$ cat src/rtl/gpio_wake_pkg.sv
package gpio_wake_pkg;
  localparam int unsigned PIN_W  = 8;
  localparam int unsigned WAKE_N = 3;
  localparam int unsigned ADDR_W = 3;

  typedef enum logic [ADDR_W-1:0] {
    RA_DIR  = 3'd0,
    RA_INV  = 3'd1,
    RA_DATA = 3'd2,
    RA_CFG  = 3'd3,
    RA_STAT = 3'd4
  } regAddr_e;

  typedef struct packed {
    logic              wrDir;
    logic              wrInv;
    logic              wrData;
    logic              wrCfg;
    logic              clrStat;
    logic [ADDR_W-1:0] rdSel;
  } regStrobe_t;

  // pin number feeding wake source k
  function automatic int unsigned wakePin(input int unsigned k);
    case (k)
      0:       return 0;
      1:       return 1;
      default: return 5;
    endcase
  endfunction
endpackage

$ cat src/rtl/gpio_wake_ctrl.sv
module gpio_wake_ctrl
  import gpio_wake_pkg::*;
(
  input  logic              wrEn,
  input  logic [ADDR_W-1:0] addr,
  output regStrobe_t        stb
);
  always_comb begin
    stb         = '0;
    stb.rdSel   = addr;
    stb.wrDir   = wrEn && (addr == RA_DIR);
    stb.wrInv   = wrEn && (addr == RA_INV);
    stb.wrData  = wrEn && (addr == RA_DATA);
    stb.wrCfg   = wrEn && (addr == RA_CFG);
    stb.clrStat = wrEn && (addr == RA_STAT);
  end
endmodule

$ cat src/rtl/gpio_wake_deb.sv
module gpio_wake_deb #(
  parameter int unsigned TICKS = 16
) (
  input  logic clk,
  input  logic rstN,
  input  logic rawIn,
  input  logic bypass,
  input  logic tick,
  output logic filtOut
);
  localparam int unsigned CNT_W = $clog2(TICKS + 1);
  localparam logic [CNT_W-1:0] LAST = CNT_W'(TICKS - 1);

  logic [CNT_W-1:0] cntQ;
  logic             filtQ;

  always_ff @(posedge clk or negedge rstN) begin
    if (!rstN) begin
      cntQ  <= '0;
      filtQ <= 1'b0;
    end else if (bypass) begin
      cntQ  <= '0;
      filtQ <= rawIn;
    end else if (rawIn == filtQ) begin
      cntQ <= '0;
    end else if (tick) begin
      if (cntQ == LAST) begin
        cntQ  <= '0;
        filtQ <= rawIn;
      end else begin
        cntQ <= cntQ + 1'b1;
      end
    end
  end

  assign filtOut = filtQ;
endmodule

$ cat src/rtl/gpio_wake_dp.sv
module gpio_wake_dp
  import gpio_wake_pkg::*;
#(
  parameter int unsigned DEB_TICKS   = 16,
  parameter int unsigned SYNC_STAGES = 2
) (
  input  logic             clk,
  input  logic             rstN,
  input  regStrobe_t       stb,
  input  logic [PIN_W-1:0] wrData,
  input  logic [PIN_W-1:0] pinIn,
  input  logic             msTick,
  output logic [PIN_W-1:0] pinOut,
  output logic [PIN_W-1:0] pinOe,
  output logic [PIN_W-1:0] rdData,
  output logic             wakeOut
);
  logic [PIN_W-1:0]  dirQ, invQ, latchQ;
  logic [WAKE_N-1:0] bypassQ, levelQ, pendQ, prevQ, filt, setVec, clrVec;
  logic [SYNC_STAGES-1:0][PIN_W-1:0] syncQ;
  logic [PIN_W-1:0]  pinSync;
  logic              unusedWr;

  assign unusedWr = ^{wrData[7], wrData[3]};

  always_ff @(posedge clk or negedge rstN) begin
    if (!rstN) begin
      dirQ    <= '1;
      invQ    <= '0;
      latchQ  <= '0;
      bypassQ <= '0;
      levelQ  <= '0;
    end else begin
      if (stb.wrDir)  dirQ   <= wrData;
      if (stb.wrInv)  invQ   <= wrData;
      if (stb.wrData) latchQ <= wrData;
      if (stb.wrCfg) begin
        bypassQ <= wrData[6:4];
        levelQ  <= wrData[2:0];
      end
    end
  end

  generate
    for (genvar s = 0; s < SYNC_STAGES; s++) begin : g_sync
      always_ff @(posedge clk or negedge rstN) begin
        if (!rstN) syncQ[s] <= '0;
        else if (s == 0) syncQ[s] <= pinIn;
        else syncQ[s] <= syncQ[(s == 0) ? 0 : s-1];
      end
    end
  endgenerate
  assign pinSync = syncQ[SYNC_STAGES-1];

  generate
    for (genvar k = 0; k < WAKE_N; k++) begin : g_wake
      gpio_wake_deb #(.TICKS(DEB_TICKS)) u_deb (
        .clk    (clk),
        .rstN   (rstN),
        .rawIn  (pinSync[wakePin(k)]),
        .bypass (bypassQ[k]),
        .tick   (msTick),
        .filtOut(filt[k])
      );
      assign setVec[k] = levelQ[k] ? filt[k] : (filt[k] ^ prevQ[k]);
      assign clrVec[k] = stb.clrStat & wrData[k];
    end
  endgenerate

  always_ff @(posedge clk or negedge rstN) begin
    if (!rstN) begin
      prevQ <= '0;
      pendQ <= '0;
    end else begin
      prevQ <= filt;
      pendQ <= setVec | (pendQ & ~clrVec);
    end
  end

  always_comb begin
    case (stb.rdSel)
      RA_DIR:  rdData = dirQ;
      RA_INV:  rdData = invQ;
      RA_DATA: rdData = (latchQ & ~dirQ) | ((pinSync ^ invQ) & dirQ);
      RA_CFG:  rdData = {1'b0, bypassQ, 1'b0, levelQ};
      RA_STAT: rdData = {{(PIN_W-WAKE_N){1'b0}}, pendQ};
      default: rdData = '0;
    endcase
  end

  assign pinOut  = latchQ;
  assign pinOe   = ~dirQ;
  assign wakeOut = |pendQ;
endmodule

$ cat src/rtl/gpio_wake_port.sv
module gpio_wake_port
  import gpio_wake_pkg::*;
#(
  parameter int unsigned DEB_TICKS   = 16,
  parameter int unsigned SYNC_STAGES = 2
) (
  input  logic              clk,
  input  logic              rstN,
  input  logic              wrEn,
  input  logic [ADDR_W-1:0] addr,
  input  logic [PIN_W-1:0]  wrData,
  output logic [PIN_W-1:0]  rdData,
  input  logic [PIN_W-1:0]  pinIn,
  input  logic              msTick,
  output logic [PIN_W-1:0]  pinOut,
  output logic [PIN_W-1:0]  pinOe,
  output logic              wakeOut
);
  regStrobe_t stb;

  gpio_wake_ctrl u_ctrl (
    .wrEn(wrEn),
    .addr(addr),
    .stb (stb)
  );

  gpio_wake_dp #(.DEB_TICKS(DEB_TICKS), .SYNC_STAGES(SYNC_STAGES)) u_dp (
    .clk    (clk),
    .rstN   (rstN),
    .stb    (stb),
    .wrData (wrData),
    .pinIn  (pinIn),
    .msTick (msTick),
    .pinOut (pinOut),
    .pinOe  (pinOe),
    .rdData (rdData),
    .wakeOut(wakeOut)
  );
endmodule

$ cat config.mk
export PLATFORM = sky130hd
export DESIGN_NAME = gpio_wake_port
export DESIGN_NICKNAME = d
export VERILOG_FILES = /design/src/rtl/gpio_wake_pkg.sv /design/src/rtl/gpio_wake_ctrl.sv /design/src/rtl/gpio_wake_deb.sv /design/src/rtl/gpio_wake_dp.sv /design/src/rtl/gpio_wake_port.sv
export SDC_FILE = /design/constraint.sdc
export NUM_CORES = 1
export LEC_CHECK = 0
export ABC_AREA = 1
export BUFFER_PORTS_ARGS = -buffer_cell sky130_fd_sc_hd__buf_4
export CAP_MARGIN = 5
export CORE_MARGIN = 4
export CORE_UTILIZATION = 25
export CTS_CLUSTER_DIAMETER = 80
export DETAILED_ROUTE_END_ITERATION = 8
export PLACE_DENSITY_LB_ADDON = 0.15
export SLEW_MARGIN = 20
export SYNTH_ARGS = -nofsm -noshare
export SYNTH_HDL_FRONTEND = slang
export SYNTH_SLANG_ARGS = --single-unit
$ cat constraint.sdc
create_clock -name clk -period 1.3 [get_ports clk]
set_input_delay 0.195 -clock clk [delete_from_list [all_inputs] [get_ports clk]]
set_output_delay 0.195 -clock clk [all_outputs]
set_load 0.02 [all_outputs]
==> flow_metrics.py, run 1 <==
metrics = {
    "pwr": {
        "cellPowerDensity_nw_per_um2": 1490,
        "p_leak_uw": 0.00217,
        "peakVddDrop_mv": 0.710,
    },
    "yosys": {
        "synth_area_um2": 3310,
        "synth_compound_area_share_pct": 9.24,
        "ys_seq_area_share_pct": 53.3,
        "syn_nets": 423,
        "yosys_warnings": 0,
        "syn_inst": 397,
        "synth_simple_gate_area_share_pct": 26.2,
        "synth_fa_ha_area_share_pct": 1.14,
        "synthMuxAreaShare_pct": 0,
        "avgSynthCellArea_um2": 8.33,
        "synth_cell_type_count": 22,
        "ys_seq_elements": 70,
        "synth_top_family_by_area": "simple AND/OR/NAND/NOR gates",
        "synth_xor_area_share_pct": 2.91,
    },
    "placement": {
        "gp_congestion": 0.745,
        "port_buffers": 47,
        "place_area_um2": 3920,
        "numPlacedInstances": 619,
        "detailed_place_hpwl_mm": 5.73,
    },
    "clock_network": {
        "clock-root-buffer": "clkbuf_16",
        "path_clk_slew_ns": 0.05,
        "cts_tree": "done",
        "cts.sinks": 70,
        "cts_made_buffers": 9,
        "clk_path_buf_depth": 2,
        "worst_skew_pair.late_latency_ns": 0.33,
        "htree_levels": 3,
    },
    "status": {
        "status": "finished, violations left",
        "violations": "setup timing",
    },
    "route": {
        "viasPerCell": 4.21,
        "final_antenna_net_count": 0,
        "totalWireLength_mm": 7.83,
        "drt_iter0_markers": 141,
        "wire_per_inst_um": 12.1,
        "num_vias": 2730,
        "drc": 0,
        "dr.pass1.iters": 4,
    },
    "floorplan": {
        "die_x_um": 123,
        "num_io_pins": 48,
        "rows": 41,
        "die_h_um": 123,
        "initial_core_util_pct": 25.9,
        "coreArea_um2": 12800,
        "dieArea_um2": 15100,
    },
    "timing": {
        "tightestPinTransition_ns": 0.278,
        "rsz0062_at_grt": "true",
        "fin_crit_sh_pct": 114,
        "fin_worst_skew_ns": 0.00498,
        "drv_slew": 0,
        "min_period_ns": 1.49,
        "setup_viol": 9,
        "fin_ws_ns": -0.188,
        "hold_slack_ns": 0.157,
        "setup_tns_ns": -1.41,
        "max-slew-margin-rel_pct": 81.5,
        "hold_violations": 0,
        "fmax_mhz": 672,
    },
    "setup_path": {
        "worstPathMaxFanout": 4,
        "cpMaxStageDelayCell": "dfstp_2",
        "endpoint_kind": "output pin",
        "crit_required_ns": 1.11,
        "cp.arrival_ns": 1.29,
        "critical_path_class": "flop to output pin",
        "crit_path_start_kind": "flop",
        "worstPathCellList": "inv_2, o21ai_1, nand3_1, buf_6",
        "crit_path_max_incr_delay_ns": 0.57,
        "crit_family": "flip-flops",
        "reg2reg_setup_slack_ns": 0.11,
        "path_buf_inv": 2,
    },
    "global_route": {
        "grt_usage_pct": 11.2,
        "grt_pass1_wl_mm": 13.1,
        "grt_pass1_vias": 2720,
        "grt_overflow": 0,
        "grt_max_degree": 50,
        "antenna_found_initial": 0,
    },
    "run": {
        "maxCapViolations": 0,
    },
    "final_layout": {
        "final_cell_mix": "nand2_1 (108), dfrtp_1 (59), nor2_1 (43), buf_4 (43), inv_1 (40)",
        "multi_input_area_um2": 1330,
        "register_area_um2": 1770,
        "num-fill-cells": 1327,
        "drive_above_1_share_pct": 25.2,
        "fin_cells": 649,
        "area_growth_pct": 33.6,
        "antenna_cells": 0,
        "final_common_cell": "nand2_1",
        "final_nets": 498,
        "final_cell_area_um2": 4420,
    },
    "worst_hold_path": {
        "min_path_type": "input pin to flop",
    },
}
[timing repair]
action | CTS | global route
setup endpoints to repair | 12 | 19
hold buffers | 9 | 0
pin swaps | 23 | 9
gates resized for setup | 29 | 16
endpoints found under the hold margin | 70 | 0
setup buffers | 3 | 2
[tightest hold or removal path, delay by kind of cell]
family	cells	cell delay [ns]
buf+inv	2	0.20
compound gates	1	0.08
[registers in the layout, summed over array words and instances, names as in the netlist]
register and cells:
u_dp.syncQ 8, u_dp.levelQ 3, u_dp.dirQ 8, u_dp.g_wake.u_deb.filtOut 3, u_dp.pinSync 8, u_dp.g_wake.u_deb.cntQ 15, u_dp.pinOut 8, u_dp.invQ 8
u_dp.bypassQ 3, u_dp.pendQ 3, u_dp.prevQ 3
[where the power goes]
group	switching (µW)	internal [µW]	total (µW)	leakage, µW
clock	848	1450	2290	0.000140
combinational	828	646	1470	0.00118
sequential	284	2530	2810	0.000851
total	1960	4620	6580	0.00217
[cell usage after synthesis]
master	number	area, µm²
o21ai_2	8	70.1
o21ai_1	9	45.0
nor3_4	1	16.3
nand3_1	34	170
inv_2	3	11.3
nand2_1	108	405
nor2_1	47	176
o211ai_1	2	15.0
nor3_1	4	20.0
buf_2	3	15.0
a21oi_1	3	15.0
xor2_1	11	96.3
inv_1	48	180
buf_6	3	33.8
nand2_2	3	18.8
dfstp_2	8	210
nand2_4	2	22.5
o21ai_0	32	160
dfrtp_1	62	1550
nor2_4	2	22.5
nand4_2	1	12.5
ha_1	3	37.5
[metal layers]
| layer | GRT usage (%) | share of wire (%) | vias to the layer above |
|---|---|---|---|
| met5 | 0 | 0 | - |
| met4 | 4.36 | 1.6 | 0 |
| met1 | 14.6 | 46 | 1272 |
| met2 | 17.8 | 48 | 43 |
| li1 | - | - | 1405 |
| met3 | 3.11 | 4.8 | 10 |
[worst paths after layout]
check                      depth (start not counted)                                        to                                     start
max                                                4                                 rdData[7]                  u_dp.dirQ[7]$_DFFE_PN1P_
min                                                3                  u_dp.dirQ[7]$_DFFE_PN1P_                                 wrData[7]
max reg2reg                                        6  u_dp.g_wake[2].u_deb.cntQ[3]$_DFFE_PN0P_  u_dp.g_wake[2].u_deb.cntQ[0]$_DFFE_PN0P_
min reg2reg                                        0                 u_dp.pinSync[1]$_DFF_PN0_                   u_dp.syncQ[1]$_DFF_PN0_
max in group asynchronous                          3                  u_dp.dirQ[1]$_DFFE_PN1P_                                      rstN
min in group asynchronous                          3                   u_dp.syncQ[6]$_DFF_PN0_                                      rstN
[stage by stage]
stage	setup WS (ns)	total power, µW	util, %
floorplan	0.110	3630	-
global placement	-0.00984	4180	30.7
detailed placement	-0.0116	4190	30.7
CTS	-0.212	6640	34.1
global route	-0.261	7000	34.6
finish	-0.188	6580	34.6
[area by class of cell]
type | instances | area share (%)
sequential | 70 | 40.0
inverter | 51 | 4.34
timing repair buffer | 70 | 14.3
clock buffer | 15 | 6.29
clock inverter | 1 | 0.113
multi-input combinational | 270 | 30.1
tap | 172 | 4.87
[cells by family after synthesis]
kind of cell,after synthesis
AND/OR/NAND/NOR,202
flip-flops,70
buffers and inverters,57
AO/OA/AOI/OAI,54
XOR/XNOR,11
adder cells (fa/ha/maj),3
Note: power is estimated with default switching activity, not from simulation.
==> run 2, diff against run 1 <==
--- a/config.mk
+++ b/config.mk
@@ -5,7 +5,6 @@
 export SDC_FILE = /design/constraint.sdc
 export NUM_CORES = 1
 export LEC_CHECK = 0
-export ABC_AREA = 1
 export BUFFER_PORTS_ARGS = -buffer_cell sky130_fd_sc_hd__buf_4
 export CAP_MARGIN = 5
 export CORE_MARGIN = 4
==> flow_metrics.py, run 2 <==
metrics = {
    "status": {
        "status": "finished, violations left",
        "violations": "setup timing",
    },
    "floorplan": {
        "num_io_pins": 48,
        "die_h_um": 121,
        "rows": 41,
        "initial_core_util_pct": 25.5,
        "coreArea_um2": 12600,
        "dieArea_um2": 14700,
        "die_x_um": 121,
    },
    "yosys": {
        "synthTopCellsByArea": "dfrtp_1 (48%), mux2_2 (11%), dfstp_2 (6.5%), xor2_1 (3.3%), nand2_1 (2.6%)",
        "avgSynthCellArea_um2": 12.0,
        "synthMuxAreaShare_pct": 11.8,
        "synth-edff-count": 0,
        "synth_compound_area_share_pct": 9.96,
        "synth_xor_area_share_pct": 4.63,
        "synth_area_um2": 3210,
        "synthFlopType": "dfrtp_1",
        "yosys_warnings": 0,
        "synthTopCellsByCount": "dfrtp_1 (62), mux2_2 (30), nand2_1 (22)",
        "syn_nets": 293,
        "synth_simple_gate_area_share_pct": 14.2,
        "ys_seq_area_share_pct": 54.8,
        "syn_inst": 267,
        "yosys.area.top_type": "dfrtp_1",
        "synth_fa_ha_area_share_pct": 1.17,
        "synth_cell_type_count": 42,
        "synth_top_area_share_pct": 48.3,
        "synthArstFlopShare_pct": 100,
        "synth_top_family_by_area": "simple AND/OR/NAND/NOR gates",
        "yosysMostFrequentCell": "dfrtp_1",
        "ys_seq_elements": 70,
    },
    "final_layout": {
        "final_nets": 406,
        "num-fill-cells": 1294,
        "antenna_cells": 0,
        "drive_above_1_share_pct": 49.9,
        "regMostFlops": "u_dp.g_wake.u_deb.cntQ",
        "final_cell_mix": "buf_4 (84), dfrtp_1 (62), mux2_2 (28)",
        "final_common_cell": "buf_4",
        "final_cell_area_um2": 4790,
        "fin_cells": 557,
        "largest_reg_flops": 15,
        "area_growth_pct": 49.1,
        "final_core_util_pct": 38.0,
    },
    "timing": {
        "fin_crit_sh_pct": 131,
        "fin_ws_ns": -0.402,
        "rsz0062_at_grt": "true",
        "setup_viol": 12,
        "max-slew-margin-rel_pct": 73.9,
        "fin_worst_skew_ns": 0.00494,
        "hold_slack_ns": 0.0985,
        "tightestPinTransition_ns": 0.391,
        "hold_violations": 0,
        "min_period_ns": 1.70,
        "drv_slew": 0,
        "fmax_mhz": 588,
    },
    "route": {
        "dr.pass1.iters": 4,
        "drc": 0,
        "final_antenna_net_count": 0,
        "drt_iter0_markers": 111,
        "viasPerCell": 4.30,
        "totalWireLength_mm": 7.90,
        "num_vias": 2395,
        "wire_per_inst_um": 14.2,
    },
    "pwr": {
        "peakVddDrop_mv": 0.694,
        "p_leak_uw": 0.00210,
        "cellPowerDensity_nw_per_um2": 1530,
    },
    "setup_path": {
        "cp.arrival_ns": 1.51,
        "crit_path_start_kind": "flop",
        "endpoint_kind": "output pin",
        "worstPathCellList": "inv_4, o32a_1, a21oi_4, buf_6",
        "crit_family": "flip-flops",
        "critical_path_class": "flop to output pin",
        "path_buf_inv": 2,
        "worstPathMaxFanout": 2,
        "crit_path_max_incr_delay_ns": 0.55,
        "crit_required_ns": 1.11,
        "cpMaxStageDelayCell": "dfstp_2",
    },
    "global_route": {
        "antenna_found_initial": 0,
        "grt_usage_pct": 11.1,
        "grt_overflow": 0,
        "grt_max_degree": 71,
        "grt_pass1_vias": 2458,
        "grt_pass1_wl_mm": 12.8,
    },
    "placement": {
        "gp_congestion": 0.704,
        "port_buffers": 47,
        "place_area_um2": 4150,
        "detailed_place_hpwl_mm": 5.52,
        "numPlacedInstances": 525,
    },
    "clock_network": {
        "cts_made_buffers": 9,
        "path_clk_slew_ns": 0.05,
        "cts_tree": "done",
        "cts.sinks": 70,
        "worst_skew_pair.late_latency_ns": 0.33,
        "clk_path_buf_depth": 2,
        "htree_levels": 3,
        "clock-root-buffer": "clkbuf_16",
    },
    "run": {
        "maxCapViolations": 0,
    },
    "worst_hold_path": {
        "min_path_type": "input pin to flop",
    },
}
-- run 2: worst reg2reg max path: stages, from the launching register on --
cell and delay [ns]:
dfrtp_1 0.36, ha_2 0.19, nand4b_1 0.13, o21bai_1 0.17
mux2_2 0.34
-- run 2: kinds of logic (layout without fill, tap and decap cells) --
family	after synthesis	count (layout)
AOI/OAI and AO/OA	47	47
xor gates and xnor gates	17	17
adders and majority gates	3	3
buffers and inverters	20	138
DFF	70	70
muxes	34	34
and+or+nand+nor	76	76
-- run 2: routing by layer --
layer	track usage [%]	wire [µm]	vias to the layer above
li1	-	-	1184
met1	16.1	3910	1166
met2	16.2	3620	37
met3	2.94	270	8
met4	3.15	96	0
met5	0	0	-
-- run 2: timing repair --
| action | 4_1_cts | 5_1_grt |
|---|---|---|
| cloned | 0 | 0 |
| resized for setup | 18 | 26 |
| setup endpoints to repair | 16 | 23 |
| hold endpoints to repair | 70 | 0 |
| hold buffers | 9 | 0 |
| pin swaps | 6 | 8 |
| setup buffers | 2 | 6 |
-- run 2: power breakdown --
group	internal, µW	switching (µW)
Combinational	1010	840
Sequential	2550	252
Clock	1780	912
-- run 2: final timing paths --
check                                                         start                                        to  slack [ns]  cells after the start
setup / recovery                           u_dp.dirQ[7]$_DFFE_PN1P_                                 rdData[7]       -0.40                      4
hold / removal                                            wrData[3]                  u_dp.dirQ[3]$_DFFE_PN1P_         0.1                      3
setup reg to reg           u_dp.g_wake[0].u_deb.cntQ[0]$_DFFE_PN0P_  u_dp.g_wake[0].u_deb.filtOut$_DFFE_PN0P_           0                      4
hold reg to reg                             u_dp.syncQ[2]$_DFF_PN0_                 u_dp.pinSync[2]$_DFF_PN0_        0.35                      0
max in group asynchronous                                      rstN                  u_dp.dirQ[0]$_DFFE_PN1P_        0.53                      3
min in group asynchronous                                      rstN                u_dp.pinOut[2]$_DFFE_PN0P_        0.41                      3
-- run 2: stage by stage --
step / setup TNS [ns] / power (µW) / setup slack (ns)
2_1_floorplan: -0.525 / 3700 / -0.129
3_3_place_gp: -3.63 / 4430 / -0.224
3_5_place_dp: -3.85 / 4450 / -0.236
4_1_cts: -3.22 / 7310 / -0.423
5_1_grt: -4.01 / 7740 / -0.461
6_report: -3.10 / 7340 / -0.402
-- run 2: layout make-up --
| cell class | instances | area [µm²] | share of cell area [%] |
|---|---|---|---|
| Inverter | 9 | 36.3 | 0.757 |
| Multi-Input combinational cell | 177 | 1470 | 30.7 |
| Clock buffer | 11 | 253 | 5.27 |
| Clock inverter | 5 | 81.3 | 1.70 |
| Sequential cell | 70 | 1760 | 36.8 |
| Timing Repair Buffer | 113 | 972 | 20.3 |
| Tap cell | 172 | 215 | 4.49 |
==> run 3, diff against run 2 <==
--- a/config.mk
+++ b/config.mk
@@ -5,10 +5,11 @@
 export SDC_FILE = /design/constraint.sdc
 export NUM_CORES = 1
 export LEC_CHECK = 0
-export BUFFER_PORTS_ARGS = -buffer_cell sky130_fd_sc_hd__buf_4
+export BUFFER_PORTS_ARGS = -buffer_cell sky130_fd_sc_hd__clkbuf_2
 export CAP_MARGIN = 5
 export CORE_MARGIN = 4
 export CORE_UTILIZATION = 25
+export CTS_BUF_LIST = sky130_fd_sc_hd__clkbuf_8 sky130_fd_sc_hd__clkbuf_16
 export CTS_CLUSTER_DIAMETER = 80
 export DETAILED_ROUTE_END_ITERATION = 8
 export PLACE_DENSITY_LB_ADDON = 0.15
==> flow_metrics.py, run 3 (synthesized netlist as in run 2, its figures left out) <==
metrics = {
    "status": {
        "status": "finished, violations left",
        "violations": "setup timing",
    },
    "final_layout": {
        "final_core_util_pct": 37.1,
        "antenna_cells": 0,
        "regMostFlops": "u_dp.g_wake.u_deb.cntQ",
        "final_cell_mix": "dfrtp_1 (62), buf_4 (52), clkbuf_2 (29)",
        "area_growth_pct": 45.5,
        "final_common_cell": "dfrtp_1",
        "num-fill-cells": 1285,
        "largest_reg_flops": 15,
        "drive_above_1_share_pct": 48.4,
        "final_nets": 403,
    },
    "floorplan": {
        "rows": 41,
        "coreArea_um2": 12600,
        "initial_core_util_pct": 25.5,
        "die_x_um": 121,
        "num_io_pins": 48,
        "dieArea_um2": 14700,
        "die_h_um": 121,
    },
    "setup_path": {
        "crit_required_ns": 1.11,
        "worstPathCellList": "inv_4, o32a_1, a21oi_4, buf_8",
        "critical_path_class": "flop to output pin",
        "endpoint_kind": "output pin",
        "crit_family": "flip-flops",
        "cpMaxStageDelayCell": "dfstp_2",
        "cp.arrival_ns": 1.53,
        "path_buf_inv": 2,
        "crit_path_start_kind": "flop",
        "worstPathMaxFanout": 2,
        "crit_path_max_incr_delay_ns": 0.56,
    },
    "global_route": {
        "grt_max_degree": 71,
        "antenna_found_initial": 0,
        "grt_usage_pct": 11.2,
        "grt_overflow": 0,
        "grt_pass1_wl_mm": 12.8,
        "grt_pass1_vias": 2518,
    },
    "clock_network": {
        "path_clk_slew_ns": 0.06,
        "htree_levels": 3,
        "cts_made_buffers": 9,
        "clk_path_buf_depth": 2,
        "cts_tree": "done",
        "cts.sinks": 70,
        "clock-root-buffer": "clkbuf_16",
        "worst_skew_pair.late_latency_ns": 0.33,
    },
    "timing": {
        "tightestPinTransition_ns": 0.392,
        "max-slew-margin-rel_pct": 73.9,
        "fmax_mhz": 580,
        "hold_violations": 0,
        "fin_ws_ns": -0.425,
        "rsz0062_at_grt": "true",
        "drv_slew": 0,
        "fin_worst_skew_ns": 0.00412,
        "setup_viol": 13,
        "min_period_ns": 1.72,
        "fin_crit_sh_pct": 133,
    },
    "route": {
        "wire_per_inst_um": 14.3,
        "num_vias": 2435,
        "viasPerCell": 4.40,
        "dr.pass1.iters": 4,
        "drt_iter0_markers": 93,
        "final_antenna_net_count": 0,
        "totalWireLength_mm": 7.92,
        "drc": 0,
    },
    "placement": {
        "port_buffers": 47,
        "detailed_place_hpwl_mm": 5.53,
        "gp_congestion": 0.708,
        "preCtsSetupSlack_ns": -0.276,
    },
    "worst_hold_path": {
        "min_path_type": "input pin to flop",
    },
    "pwr": {
        "peakVddDrop_mv": 0.739,
        "power_uw": 7050,
        "cellPowerDensity_nw_per_um2": 1510,
        "p_leak_uw": 0.00205,
    },
    "run": {
        "maxCapViolations": 0,
    },
}
[run 3: cell count changes in the layout (fill, tap and decap cells not counted), moves of 3 or more]
cell,before,now
clkbuf_2,0,29
buf_8,0,8
buf_4,84,52
clkinvlp_4,1,4
buf_6,17,6
[run 3: area by class of cell]
type,count,area [µm²],share of cell area [%]
clock buffer,9,225,4.82
clock inverter,7,73.8,1.58
inverter,9,38.8,0.829
multi-input combinational,177,1450,31.0
sequential,70,1760,37.7
tap,172,215,4.60
timing repair buffer,110,915,19.6
[run 3: report_power, final]
| part | switching (µW) | internal [µW] | leakage (µW) |
|---|---|---|---|
| clock network | 956 | 1490 | 0.000134 |
| logic | 831 | 980 | 0.00108 |
| registers | 251 | 2550 | 0.000839 |
| total | 2040 | 5010 | 0.00205 |
[run 3: timing repair]
action,CTS,global route
setup buffers,3,3
setup endpoints to repair,18,22
gates resized for setup,41,32
pin swaps,5,7
hold buffers,9,0
endpoints found under the hold margin,70,0
[run 3: worst paths after layout]
check / depth (start not counted) / slack, ns / startpoint / endpoint
max: 4 / -0.42 / u_dp.dirQ[7]$_DFFE_PN1P_ / rdData[7]
min in group asynchronous: 3 / 0.40 / rstN / u_dp.invQ[2]$_DFFE_PN0P_
max in group asynchronous: 3 / 0.54 / rstN / u_dp.dirQ[3]$_DFFE_PN1P_
max reg2reg: 4 / -0.01 / u_dp.g_wake[1].u_deb.cntQ[0]$_DFFE_PN0P_ / u_dp.g_wake[1].u_deb.filtOut$_DFFE_PN0P_
min: 3 / 0.08 / wrData[3] / u_dp.dirQ[3]$_DFFE_PN1P_
min reg2reg: 0 / 0.35 / u_dp.syncQ[4]$_DFF_PN0_ / u_dp.pinSync[4]$_DFF_PN0_
[run 3: through the flow]
stage                     TNS [ns]  hold WS, ns  instances  instance area (µm²)
final                        -3.26       0.0826        554                 4680
after CTS                    -3.78       0.0690        553                 4600
after global routing         -4.18       0.0823        554                 4680
after global placement       -4.23        0.244        526                 4040
after floorplan             -0.525       -0.101        267                 3240
after detailed placement     -4.62        0.242        526                 4040
[run 3: layer usage]
| layer | routed length [µm] | global-route usage, % | up-vias |
|---|---|---|---|
| met1 | 3760 | 15.1 | 1201 |
| met5 | 0 | 0 | - |
| met4 | 112 | 3.99 | 0 |
| met2 | 3750 | 17.2 | 43 |
| li1 | - | - | 1179 |
| met3 | 292 | 2.98 | 12 |
[run 3: tightest hold or removal path, delay by kind of cell]
family / cells / cell delay [ns]
compound gates: 1 / 0.06
simple gates: 1 / 0.05
buf+inv: 1 / 0.10
